### config.mk
export PLATFORM = sky130hd
export DESIGN_NAME = phy_mgmt_resp
export DESIGN_NICKNAME = d
export VERILOG_FILES = /design/src/rtl/phy_mgmt_pkg.sv /design/src/rtl/phy_mgmt_cmd_dec.sv /design/src/rtl/phy_mgmt_regfile.sv /design/src/rtl/phy_mgmt_resp.sv
export SDC_FILE = /design/constraint.sdc
export NUM_CORES = 1
export LEC_CHECK = 0
export CAP_MARGIN = 20
export CORE_MARGIN = 2
export CORE_UTILIZATION = 45
export CTS_CLUSTER_DIAMETER = 60
export CTS_CLUSTER_SIZE = 8
export DETAILED_ROUTE_END_ITERATION = 8
export DONT_BUFFER_PORTS = 1
export MAX_ROUTING_LAYER = met4
export PLACE_DENSITY_LB_ADDON = 0.12
export SLEW_MARGIN = 5
export SYNTH_ARGS = -nofsm -noshare
export SYNTH_HDL_FRONTEND = slang
export SYNTH_SLANG_ARGS = --single-unit
### constraint.sdc
create_clock -name clk_i -period 4.95 [get_ports clk_i]
set_input_delay 0.2475 -clock clk_i [delete_from_list [all_inputs] [get_ports clk_i]]
set_output_delay 0.2475 -clock clk_i [all_outputs]
set_load 0.01 [all_outputs]
### src/rtl/phy_mgmt_pkg.sv
package phy_mgmt_pkg;
  localparam int unsigned DATA_W  = 16;
  localparam int unsigned HOST_W  = 32;
  localparam int unsigned PHY_AW  = 5;
  localparam int unsigned REG_AW  = 5;

  // command word field positions
  localparam int unsigned PHY_LSB = 24;
  localparam int unsigned REG_LSB = 16;
  localparam int unsigned OP_LSB  = 14;
  localparam int unsigned GO_BIT  = 11;
  localparam int unsigned RDY_BIT = 7;

  // register indices with special behaviour
  localparam int unsigned STATUS_IDX  = 1;
  localparam int unsigned ADV_IDX     = 4;
  localparam int unsigned PARTNER_IDX = 5;
  localparam int unsigned SPEED_IDX   = 17;
  localparam int unsigned DIAG_IDX    = 18;

  typedef enum logic [1:0] {
    OP_NOP0 = 2'd0,
    OP_WR   = 2'd1,
    OP_RD   = 2'd2,
    OP_NOP3 = 2'd3
  } mgmt_op_e;

  typedef enum logic [1:0] {
    SEL_CMD   = 2'd0,
    SEL_WDATA = 2'd1,
    SEL_RDATA = 2'd2,
    SEL_NONE  = 2'd3
  } host_sel_e;

  typedef struct packed {
    logic [PHY_AW-1:0] phy_addr;
    logic [REG_AW-1:0] reg_addr;
    mgmt_op_e          op;
    logic              go;
  } mgmt_cmd_t;

  function automatic logic [DATA_W-1:0] reg_rst_val(int unsigned idx);
    case (idx)
      0:       return 16'h3100;
      2:       return 16'h0300;
      3:       return 16'hE400;
      ADV_IDX: return 16'h01E1;
      default: return '0;
    endcase
  endfunction
endpackage

### src/rtl/phy_mgmt_cmd_dec.sv
module phy_mgmt_cmd_dec
  import phy_mgmt_pkg::*;
(
  input  logic [HOST_W-1:0] word_i,
  output mgmt_cmd_t         cmd_o
);
  always_comb begin
    cmd_o.phy_addr = word_i[PHY_LSB +: PHY_AW];
    cmd_o.reg_addr = word_i[REG_LSB +: REG_AW];
    cmd_o.op       = mgmt_op_e'(word_i[OP_LSB +: 2]);
    cmd_o.go       = word_i[GO_BIT];
  end
endmodule

### src/rtl/phy_mgmt_regfile.sv
module phy_mgmt_regfile
  import phy_mgmt_pkg::*;
(
  input  logic              clk_i,
  input  logic              rst_ni,
  input  logic              link_up_i,
  input  logic              we_i,
  input  logic [REG_AW-1:0] addr_i,
  input  logic [DATA_W-1:0] wdata_i,
  output logic [DATA_W-1:0] rdata_o
);
  localparam int unsigned NUM_REGS = 1 << REG_AW;

  logic [DATA_W-1:0] mem_q [NUM_REGS];

  for (genvar g = 0; g < NUM_REGS; g++) begin : g_reg
    always_ff @(posedge clk_i or negedge rst_ni) begin
      if (!rst_ni)
        mem_q[g] <= reg_rst_val(g);
      else if (we_i && addr_i == REG_AW'(g))
        mem_q[g] <= wdata_i;
    end
  end

  logic [DATA_W-1:0] adv;
  logic              adv_100, adv_fdx;

  assign adv     = mem_q[ADV_IDX];
  assign adv_100 = adv[7] | adv[8];
  assign adv_fdx = adv[8] | adv[6];

  always_comb begin
    unique case (addr_i)
      REG_AW'(STATUS_IDX):  rdata_o = link_up_i ? 16'h782E : '0;
      REG_AW'(PARTNER_IDX): rdata_o = 16'h4001 | (adv & 16'h01E0);
      REG_AW'(SPEED_IDX):   rdata_o = 16'h8000;
      REG_AW'(DIAG_IDX):    rdata_o = link_up_i ? {4'b0, adv_fdx, adv_100, 10'b0} : '0;
      default:              rdata_o = mem_q[addr_i];
    endcase
  end
endmodule

### src/rtl/phy_mgmt_resp.sv
module phy_mgmt_resp
  import phy_mgmt_pkg::*;
#(
  parameter int unsigned PHY_ADDR = 7
) (
  input  logic              clk_i,
  input  logic              rst_ni,
  input  logic              link_up_i,
  input  logic [1:0]        sel_i,
  input  logic              wr_en_i,
  input  logic [HOST_W-1:0] wr_data_i,
  output logic [HOST_W-1:0] rd_data_o
);
  localparam logic [PHY_AW-1:0] OWN_ADDR = PHY_AW'(PHY_ADDR);

  logic [HOST_W-1:0] cmd_q;
  logic [DATA_W-1:0] wdata_q, rdata_q, rf_rdata;
  mgmt_cmd_t         cmd;
  logic              cmd_wr, hit, phy_we, rd_load;

  phy_mgmt_cmd_dec u_dec (
    .word_i (wr_data_i),
    .cmd_o  (cmd)
  );

  assign cmd_wr  = wr_en_i && host_sel_e'(sel_i) == SEL_CMD;
  assign hit     = cmd.phy_addr == OWN_ADDR;
  assign phy_we  = cmd_wr && cmd.go && cmd.op == OP_WR && hit;
  assign rd_load = cmd_wr && cmd.go && cmd.op == OP_RD;

  phy_mgmt_regfile u_rf (
    .clk_i     (clk_i),
    .rst_ni    (rst_ni),
    .link_up_i (link_up_i),
    .we_i      (phy_we),
    .addr_i    (cmd.reg_addr),
    .wdata_i   (wdata_q),
    .rdata_o   (rf_rdata)
  );

  always_ff @(posedge clk_i or negedge rst_ni) begin
    if (!rst_ni) begin
      cmd_q   <= '0;
      wdata_q <= '0;
      rdata_q <= '0;
    end else begin
      if (cmd_wr) cmd_q <= wr_data_i;
      if (wr_en_i && host_sel_e'(sel_i) == SEL_WDATA) wdata_q <= wr_data_i[DATA_W-1:0];
      // empty bus position floats high
      if (rd_load) rdata_q <= hit ? rf_rdata : '1;
    end
  end

  always_comb begin
    unique case (host_sel_e'(sel_i))
      SEL_CMD: begin
        rd_data_o          = cmd_q;
        rd_data_o[RDY_BIT] = 1'b1;
      end
      SEL_WDATA: rd_data_o = {{(HOST_W-DATA_W){1'b0}}, wdata_q};
      SEL_RDATA: rd_data_o = {{(HOST_W-DATA_W){1'b0}}, rdata_q};
      default:   rd_data_o = '0;
    endcase
  end


  cmd_hold_chk: assert property (@(posedge clk_i) disable iff (!rst_ni)
    cmd_wr |=> cmd_q == $past(wr_data_i));


  empty_addr_rd_chk: assert property (@(posedge clk_i) disable iff (!rst_ni)
    (rd_load && !hit) |=> rdata_q == 16'hFFFF);


  nop_op_chk: assert property (@(posedge clk_i) disable iff (!rst_ni)
    (cmd_wr && (cmd.op == OP_NOP0 || cmd.op == OP_NOP3 || !cmd.go)) |=> $stable(rdata_q));


  speed_reg_chk: assert property (@(posedge clk_i) disable iff (!rst_ni)
    (rd_load && hit && cmd.reg_addr == REG_AW'(SPEED_IDX)) |=> rdata_q == 16'h8000);


  link_down_chk: assert property (@(posedge clk_i) disable iff (!rst_ni)
    (rd_load && hit && cmd.reg_addr == REG_AW'(STATUS_IDX) && !link_up_i) |=> rdata_q == '0);
endmodule

==> metrics.txt, run 1 <==
status=finished, violations left; failing checks=hold timing, slew limit; GP Congestion=about 0.85; clock power share=47.4%; worst-case headroom to the max-slew limit=-56.8%; Fillers=between 4,000 and 5,000; Worst-path clk slew=about 50 ps; core region area=57,900 sq um; vias in the first global route=approximately 16,000; I/O pins=70; Slew @ Worst Pin=2350 ps; net count after synthesis=1,809; root cell of the clock tree=clkbuf_16; Leakage=between 0.01 and 0.015 uW; row count=88; Layout area overhead=11.6%; multiplexer area fraction after synthesis=35.0%; Worst VDD drop=271 uV; Mapped Cells=approximately 1,800; worst hold path type=input port to asynchronous set/reset pin; XOR/XNOR Fraction of Synth Area=0%; Vias/cell=~6.0; # nets final=around 1,800; Achievable Freq=0.390 GHz; Seq pwr share=46.7%; total power=10,600 uW; first-pass GRT wire length=106,000 um; P per Cell Area=between 300 and 400 nW/um^2; RSZ-0062 raised after global routing=false; #FFs+latches synth=575; postcts setup bufs=0; Setup TNS=0 ps; Overflow after GRT=0; max cap viols=0; Via Count=about 15,000; CP Class=flip-flop to primary output; share of post-route cells with drive strength above 1=45.9%; Setup violations, final=0; CTS tree=done; Comb pwr share=5.9%; worst skew pair latency=610 ps; DR iter-0 viols=1,128; Mapped Area=26,500 sq um; crit path time final=between 2000 and 3000 ps; Critical Path Start Type=flip-flop; Synth Area in Simple Gates=3.48%; number of buffers created by CTS=81; post_cts resized=0; largest family of logic cells by synthesized area=multiplexers; initial antenna violation count=1; Crit. End Element=primary output; CP Max Fanout=18; Bufs on Longest Clock Path=3; crit share post-route=a little over 50%; most common flop cell mapped by yosys=dfrtp_1; synth warn=0; WHS=-650 ps; aggregate global-route resource usage=24.7%; Yosys cell types=59; total die area=60,800 sq um; Synth Area in Compound Gates=under 10%; worst path arrival time=2320 ps; ys async rst share=100%; Die Span Y=247 um; Synth Area per Inst=roughly 15 sq um; Hold-fix buffers, CTS=36; Int Power=8100 uW; DRC Markers=0; Reg area=roughly 14,000 sq um; footprint of the multi-input gates=11,300 sq um; Switch Pwr=2520 uW; wire per inst=27.6 um; DRT Pass-1 Iters=5; clock tree sinks=about 580; Critical Path RT=4700 ps; port bufs=0; post-route ant nets=0; switch share=a little under a quarter; final count of hold timing violations=about 560; clock skew=19.5 ps; H-Tree Depth=3; number of enable flip-flop cells after synthesis=0; Adder-Cell Fraction of Synth Area=0%; hpwl dp=42,000 um; Final Max Tran Viols=415; drt total wl=70,800 um; post-synthesis sequential area ratio=around 54%; largest net degree at the start of global routing=around 580; Die Span X=247 um; Initial Util=45.7%
cells by family after synthesis:
family,Yosys count
flops,575
buf+inv,156
mux,739
compound gates,156
simple gates,145
critical path, stage by stage (launching register included):
cell and delay, ps:
dfrtp_1 840, buf_4 390, mux2i_1 110, o21ai_0 380
final timing paths:
check	start	end	slack, ps	cells past startpoint
setup / recovery	wdata_q[6]	rd_data_o[6]	2380	3
hold / removal	rst_ni	cmd_q[16]	-650	0
setup reg to reg	u_rf.mem_q[74]	rdata_q[10]	2510	5
hold reg to reg	u_rf.mem_q[122]	u_rf.mem_q[122]	490	1
max in group asynchronous	rst_ni	wdata_q[14]	3580	0
min in group clk_i	wr_data_i[20]	rdata_q[5]	60	3
stage by stage:
stage               hold WS, ps  util, %  worst slack [ps]  area [sq um]  std cells
finish                     -650     51.0              2380         29600       2565
global route               -678     51.0              2280         29600       2563
CTS                        -679     50.9              2310         29500       2557
detailed placement        -35.0     46.4              2080         26800       2405
global placement          -35.8     46.4              2100         26800       2405
floorplan                 -48.1        -              2890         26500       1771
sequential cells by signal, indices dropped and copies added (netlist names):
signal,count
u_rf.mem_q,496
u_rf.adv,16
cmd_q,31
rdata_q,16
wdata_q,16
layout by cell type (no fill, tap or decap), drive strengths merged, types with 2 or more instances in the layout:
| cell type | n |
|---|---|
| a211o | 8 |
| a211oi | 22 |
| a21boi | 2 |
| a21o | 2 |
| a21oi | 21 |
| a221oi | 4 |
| a22o | 11 |
| a22oi | 10 |
| a31oi | 2 |
| and2 | 22 |
| and4bb | 2 |
| buf | 28 |
| clkbuf | 114 |
| dfrtp | 561 |
| dfstp | 14 |
| diode | 2 |
| dlygate4sd3 | 36 |
| inv | 4 |
| mux2 | 567 |
| mux2i | 79 |
| mux4 | 93 |
| nand2 | 35 |
| nand2b | 5 |
| nand3 | 7 |
| nand3b | 4 |
| nor2 | 40 |
| nor2b | 10 |
| nor3 | 8 |
| nor4 | 2 |
| o2111ai | 2 |
| o21ai | 25 |
| o221ai | 19 |
| o22ai | 14 |
| o32ai | 2 |
| o41ai | 6 |
| or2 | 3 |
per-layer routing:
metal	share of wire, %	global-route usage [%]	vias to the layer above
met2	48	38.9	370
li1	-	-	6562
met1	44	32.3	8306
met4	3.0	7.51	0
met3	5.1	4.85	118
met5	0	-	-
area by class of cell:
type	instances	share of cell area, %
sequential	575	48.7
multi-input combinational	1040	38.3
clock buffer	114	7.56
tap	765	3.24
timing repair buffer	64	2.09
clock inverter	2	0.0593
inverter	3	0.0381
antenna	2	0.0169
power by group through the flow:
| stage | Clock [uW] | Combinational (uW) | Sequential, uW |
|---|---|---|---|
| final | 5030 | 628 | 4960 |
| after global routing | 5350 | 662 | 4970 |
| after CTS | 5160 | 629 | 4960 |
| after detailed placement | 0 | 600 | 5030 |
| after global placement | 0 | 592 | 5030 |
| after floorplan | 0 | 461 | 4940 |
synthesized netlist by cell type, drive strengths merged, types with 21 or more instances:
| library cell | instances | area (sq um) |
|---|---|---|
| mux4 | 93 | 2090 |
| a211oi | 22 | 165 |
| nor2 | 40 | 255 |
| mux2 | 567 | 6380 |
| clkbuf | 71 | 267 |
| dfrtp | 561 | 14000 |
| buf | 82 | 493 |
| a21oi | 21 | 105 |
| o21ai | 25 | 125 |
| mux2i | 79 | 791 |
| nand2 | 35 | 154 |
| and2 | 22 | 138 |
(Power assumes the default switching activity.)
==> run 2, diff against run 1 <==
clock period = 2.2 ns   (was 4.95 ns; I/O delays follow)
==> metrics.txt, run 2 (same netlist as run 1, synthesis figures left out) <==
Bufs on Longest Clock Path=3; CP Max Fanout=2; row count=88; crit share post-route=95.3%; clock skew=18.2 ps; aggregate global-route resource usage=between 20% and 30%; core region area=between 50,000 and 60,000 sq um; WHS=-790 ps; Worst-path clk slew=50 ps; Crit. End Element=flip-flop; Initial Util=45.7%; Achievable Freq=0.477 GHz; max cap viols=0; root cell of the clock tree=clkbuf_16; worst skew pair latency=610 ps; Slew @ Worst Pin=2720 ps; Setup violations, final=0; Via Count=15,600; clock tree sinks=575; Vias/cell=about 5.9; commonest non-fill, non-tap cell in the layout=dfrtp_1; wire per inst=27.6 um; CTS tree=done; post-route ant nets=0; Worst VDD drop=556 uV; Leakage=0.0144 uW; Biggest register=u_rf.mem_q; status=finished, violations left; max FFs per register=496; initial antenna violation count=0; final worst setup slack=104 ps; failing checks=hold timing, slew limit; postcts setup bufs=0; worst hold path type=input port to asynchronous set/reset pin; DRT Pass-1 Iters=5; RSZ-0062 raised after global routing=false; worst-case headroom to the max-slew limit=-81.2%; Layout area overhead=14.6%; final count of hold timing violations=561; Critical Path Start Type=flip-flop; Critical Path RT=2650 ps; CP Class=flip-flop to flip-flop; Die Span X=247 um; Fillers=4,929; total die area=60,800 sq um; Hold-fix buffers, CTS=38; drt total wl=72,800 um; hpwl dp=~44,000 um; Overflow after GRT=0; DRC Markers=0; worst path arrival time=2540 ps; Largest regs=u_rf.mem_q (496), cmd_q (31); Final Max Tran Viols=416; H-Tree Depth=3; pre-CTS setup slack=-38.0 ps; Final Cell Area=30,300 sq um; I/O pins=70; # nets final=1,868; P per Cell Area=798 nW/um^2; GP Congestion=0.826; share of post-route cells with drive strength above 1=47.4%; DR iter-0 viols=1,046; DP Area=27,700 sq um; vias in the first global route=about 17,000; largest net degree at the start of global routing=approximately 580; crit path time final=2100 ps; number of buffers created by CTS=81; post_cts resized=0; Die Span Y=247 um; port bufs=0; first-pass GRT wire length=111,000 um; R2R Setup Slk=100 ps; most frequent cells in the layout=561 x dfrtp_1, 557 x mux2_2, 93 x mux4_2
## run 2: cell count changes in the layout (fill, tap and decap cells not counted)
cell / delta
buf_4: +44
buf_12: +25
clkbuf_1: +9
buf_6: -3
buf_8: -2
dlygate4sd3_1: +2
buf_16: -1
dfrtp_1: +1
dfrtp_2: -1
diode_2: -1
## run 2: per-layer routing
metal | part of all wire [%] | vias to the layer above | wire length [um] | GRT usage [%]
li1 | - | 6693 | - | -
met1 | 45 | 8453 | 32400 | 34.2
met2 | 49 | 339 | 35400 | 40.7
met3 | 4.1 | 126 | 2970 | 4.31
met4 | 2.7 | 0 | 2000 | 7.39
met5 | 0 | - | 0 | -
## run 2: per-stage QoR
step / setup TNS [ps] / util (%) / std cells / power [uW]
floorplan: 0 / - / 1771 / 12100
global placement: 0 / 47.8 / 2474 / 12800
detailed placement: -553 / 47.8 / 2474 / 12900
CTS: 0 / 52.4 / 2637 / 24500
global route: 0 / 52.4 / 2637 / 25100
finish: 0 / 52.4 / 2638 / 24200
## run 2: worst max-delay path: stages, from the launching register on
cell and delay [ps]:
dfrtp_1 380, mux4_2 480, a22o_1 320, a211oi_1 340, buf_4 210, a21o_1 90, o221ai_1 110
## run 2: report_power, final
group	internal, uW	total [uW]	switching (uW)
clock network	6990	11500	4460
logic	606	1750	1150
registers	10800	11000	197
## run 2: worst paths after layout
check,start,to,cells past startpoint
min,rst_ni,cmd_q[30],0
max in group asynchronous,rst_ni,rdata_q[7],0
min reg2reg,u_rf.mem_q[125],u_rf.mem_q[125],1
max,u_rf.mem_q[150],rdata_q[6],6
max reg2reg,u_rf.mem_q[150],rdata_q[6],6
min in group clk_i,wr_data_i[18],rdata_q[12],4
## run 2: cell type report
cell class | count | area (sq um) | share of cell area (%)
Antenna cell | 1 | 2.50 | 0.00825
Clock buffer | 123 | 2270 | 7.48
Clock inverter | 2 | 17.5 | 0.0577
Inverter | 3 | 11.3 | 0.0371
Multi-Input combinational cell | 1040 | 11300 | 37.3
Sequential cell | 575 | 14400 | 47.5
Tap cell | 765 | 957 | 3.15
Timing Repair Buffer | 129 | 1380 | 4.54
==> run 3, diff against run 2 <==
--- a/config.mk
+++ b/config.mk
@@ -6,4 +6,5 @@
 export NUM_CORES = 1
 export LEC_CHECK = 0
+export ABC_AREA = 1
 export CAP_MARGIN = 20
 export CORE_MARGIN = 2
==> constraint.sdc (replaced) <==
create_clock -name clk_i -period 2.2 [get_ports clk_i]
set_input_delay 0.22 -clock clk_i [delete_from_list [all_inputs] [get_ports clk_i]]
set_output_delay 0.22 -clock clk_i [all_outputs]
set_load 0.01 [all_outputs]
==> metrics.txt, run 3 <==
status=finished, violations left; failing checks=hold timing, slew limit; metal2 WL=38,800 um; delay of the slowest cell on the worst path=roughly 580 ps; CTS tree=done; post_cts resized=0; GP Congestion=roughly 0.94; aggregate global-route resource usage=~30%; number of buffers created by CTS=82; Hold-fix buffers, CTS=34; Worst VDD drop=approximately 570 uV; Fillers=about 5,600; #FFs+latches synth=~580; Achievable Freq=0.478 GHz; Bufs on Longest Clock Path=3; number of enable flip-flop cells after synthesis=0; DRT Pass-1 Iters=5; Die Span X=roughly 250 um; met1 WL=38,400 um; DP Area=27,400 sq um; # nets final=3,502; Biggest register=u_rf.mem_q; RSZ-0062 raised after global routing=false; worst path arrival time=1870 ps; net count after synthesis=about 3,500; I/O pins=70; top post-synthesis cells by area=dfrtp_1 53%, nand2_1 24%, o21ai_0 11%; P per Cell Area=805 nW/um^2; most frequent cell after synthesis=nand2_1; Worst-path clk slew=50 ps; share of post-route cells with drive strength above 1=7.09%; postcts setup bufs=0; met3 WL post-DR=6690 um; post-synthesis sequential area ratio=54.6%; Final Max Tran Viols=408; Synth top cells by count=1,692 x nand2_1, 561 x dfrtp_1, 554 x o21ai_0, 229 x clkbuf_1, 176 x nor2_1; Crit. End Element=primary output; CP max stage cell=inv_1; Layout area overhead=13.9%; vias in the first global route=21,600; row count=88; Vias/cell=5.39; fin util=approximately 52%; final std cells w/o fill=4,265; Overflow after GRT=0; CP Max Fanout=9; initial antenna violation count=0; largest net degree at the start of global routing=576; ys async rst share=100%; antenna fix cells=0; most common flop cell mapped by yosys=dfrtp_1; final count of hold timing violations=409; wire per inst=20.4 um; post-route ant nets=0; first-pass GRT wire length=133,000 um; most frequent cells in the layout=1,692 x nand2_1, 561 x dfrtp_1, 554 x o21ai_0; root cell of the clock tree=clkbuf_16; Critical Path Start Type=flip-flop; DR iter-0 viols=2,481; crit share post-route=a little over nine tenths; CP bufs+invs=1; port bufs=0; total die area=60,600 sq um; Setup TNS=0 ps; worst hold path type=input port to asynchronous set/reset pin; largest delay contributor family on the critical path=buffers and inverters; Leakage=0.0147 uW; dpl cells=4,111; crit path time final=2090 ps; Die Span Y=roughly 250 um; Mapped Cells=~3,500; max cap viols=0; clock tree sinks=575; uppermost layer routed=met4; Slew @ Worst Pin=3300 ps; CP Class=flip-flop to primary output; worst-case headroom to the max-slew limit=-120%; DRC Markers=0; drt total wl=86,900 um; H-Tree Depth=3; max FFs per register=~500; synth warn=0; Yosys cell types=25; WHS=-684 ps; Synth area leader=dfrtp_1; hpwl dp=around 53,000 um; commonest non-fill, non-tap cell in the layout=nand2_1; Synth Area per Inst=7.56 sq um; core region area=57,800 sq um; Initial Util=45.6%; crit path cell chain=inv_1 > o211ai_1; total power=24,200 uW; Critical Path RT=1980 ps; worst skew pair latency=620 ps; Largest regs=u_rf.mem_q (496), cmd_q (31); clock skew=15.9 ps; Mapped Area=26,400 sq um; Setup violations, final=0; post-synth top area share=53.2%; Via Count=23,000; Final Cell Area=roughly 30,000 sq um
==> run 3: cell types whose count changed after synthesis, sizes merged, moves of 33 or more <==
cell / delta
o21ai: +533
a21oi: +33
nand2: +1676
mux2i: -79
mux2: -567
nor2: +138
clkbuf: +158
mux4: -93
buf: -55
inv: +67
nand3: +58
==> run 3: kinds of logic after synthesis <==
kind of cell           share of synthesized area, %
buffers and inverters                          4.78
AO/OA/AOI/OAI                                  12.2
flip-flops                                     54.6
AND/OR/NAND/NOR                                28.4
==> run 3: area by class of cell <==
| cell class | instances | area [sq um] | area share, % |
|---|---|---|---|
| repair buffers | 146 | 1410 | 4.68 |
| well taps | 765 | 957 | 3.19 |
| flip-flops and latches | 575 | 14400 | 47.9 |
| inverters | 71 | 273 | 0.908 |
| clock buffers | 112 | 2200 | 7.31 |
| multi-input cells | 2588 | 10700 | 35.7 |
| clock inverters | 8 | 77.6 | 0.258 |
==> run 3: stage by stage <==
stage                     worst slack, ps  hold WS, ps
after global placement                173        -25.8
after global routing                 92.7         -715
final                                 108         -684
after floorplan                       503        -75.6
after CTS                            87.9         -680
after detailed placement              202        -30.8
==> run 3: worst paths after layout <==
| path | start | to | slack [ps] | cells past startpoint |
|---|---|---|---|---|
| worst min-delay path | rst_ni | u_rf.mem_q[501] | -680 | 0 |
| worst min register to register | u_rf.mem_q[51] | u_rf.mem_q[51] | 480 | 2 |
| max in group asynchronous | rst_ni | u_rf.mem_q[157] | 310 | 0 |
| worst max-delay path | wdata_q[2] | rd_data_o[2] | 110 | 2 |
| min in group clk_i | sel_i[1] | cmd_q[11] | 20 | 5 |
| worst max register to register | u_rf.mem_q[148] | rdata_q[4] | 510 | 8 |
==> run 3: metal layers <==
metal	up-vias	track usage [%]
met5	-	-
met4	0	10.4
met3	180	6.47
met2	852	44.4
met1	11000	40.7
li1	10900	-
==> run 3: report_power, final <==
group	total [uW]	leakage, uW	internal (uW)	switching, uW
Combinational	1750	0.00577	403	1350
Clock	11500	0.00110	6860	4610
Sequential	11000	0.00787	10800	165
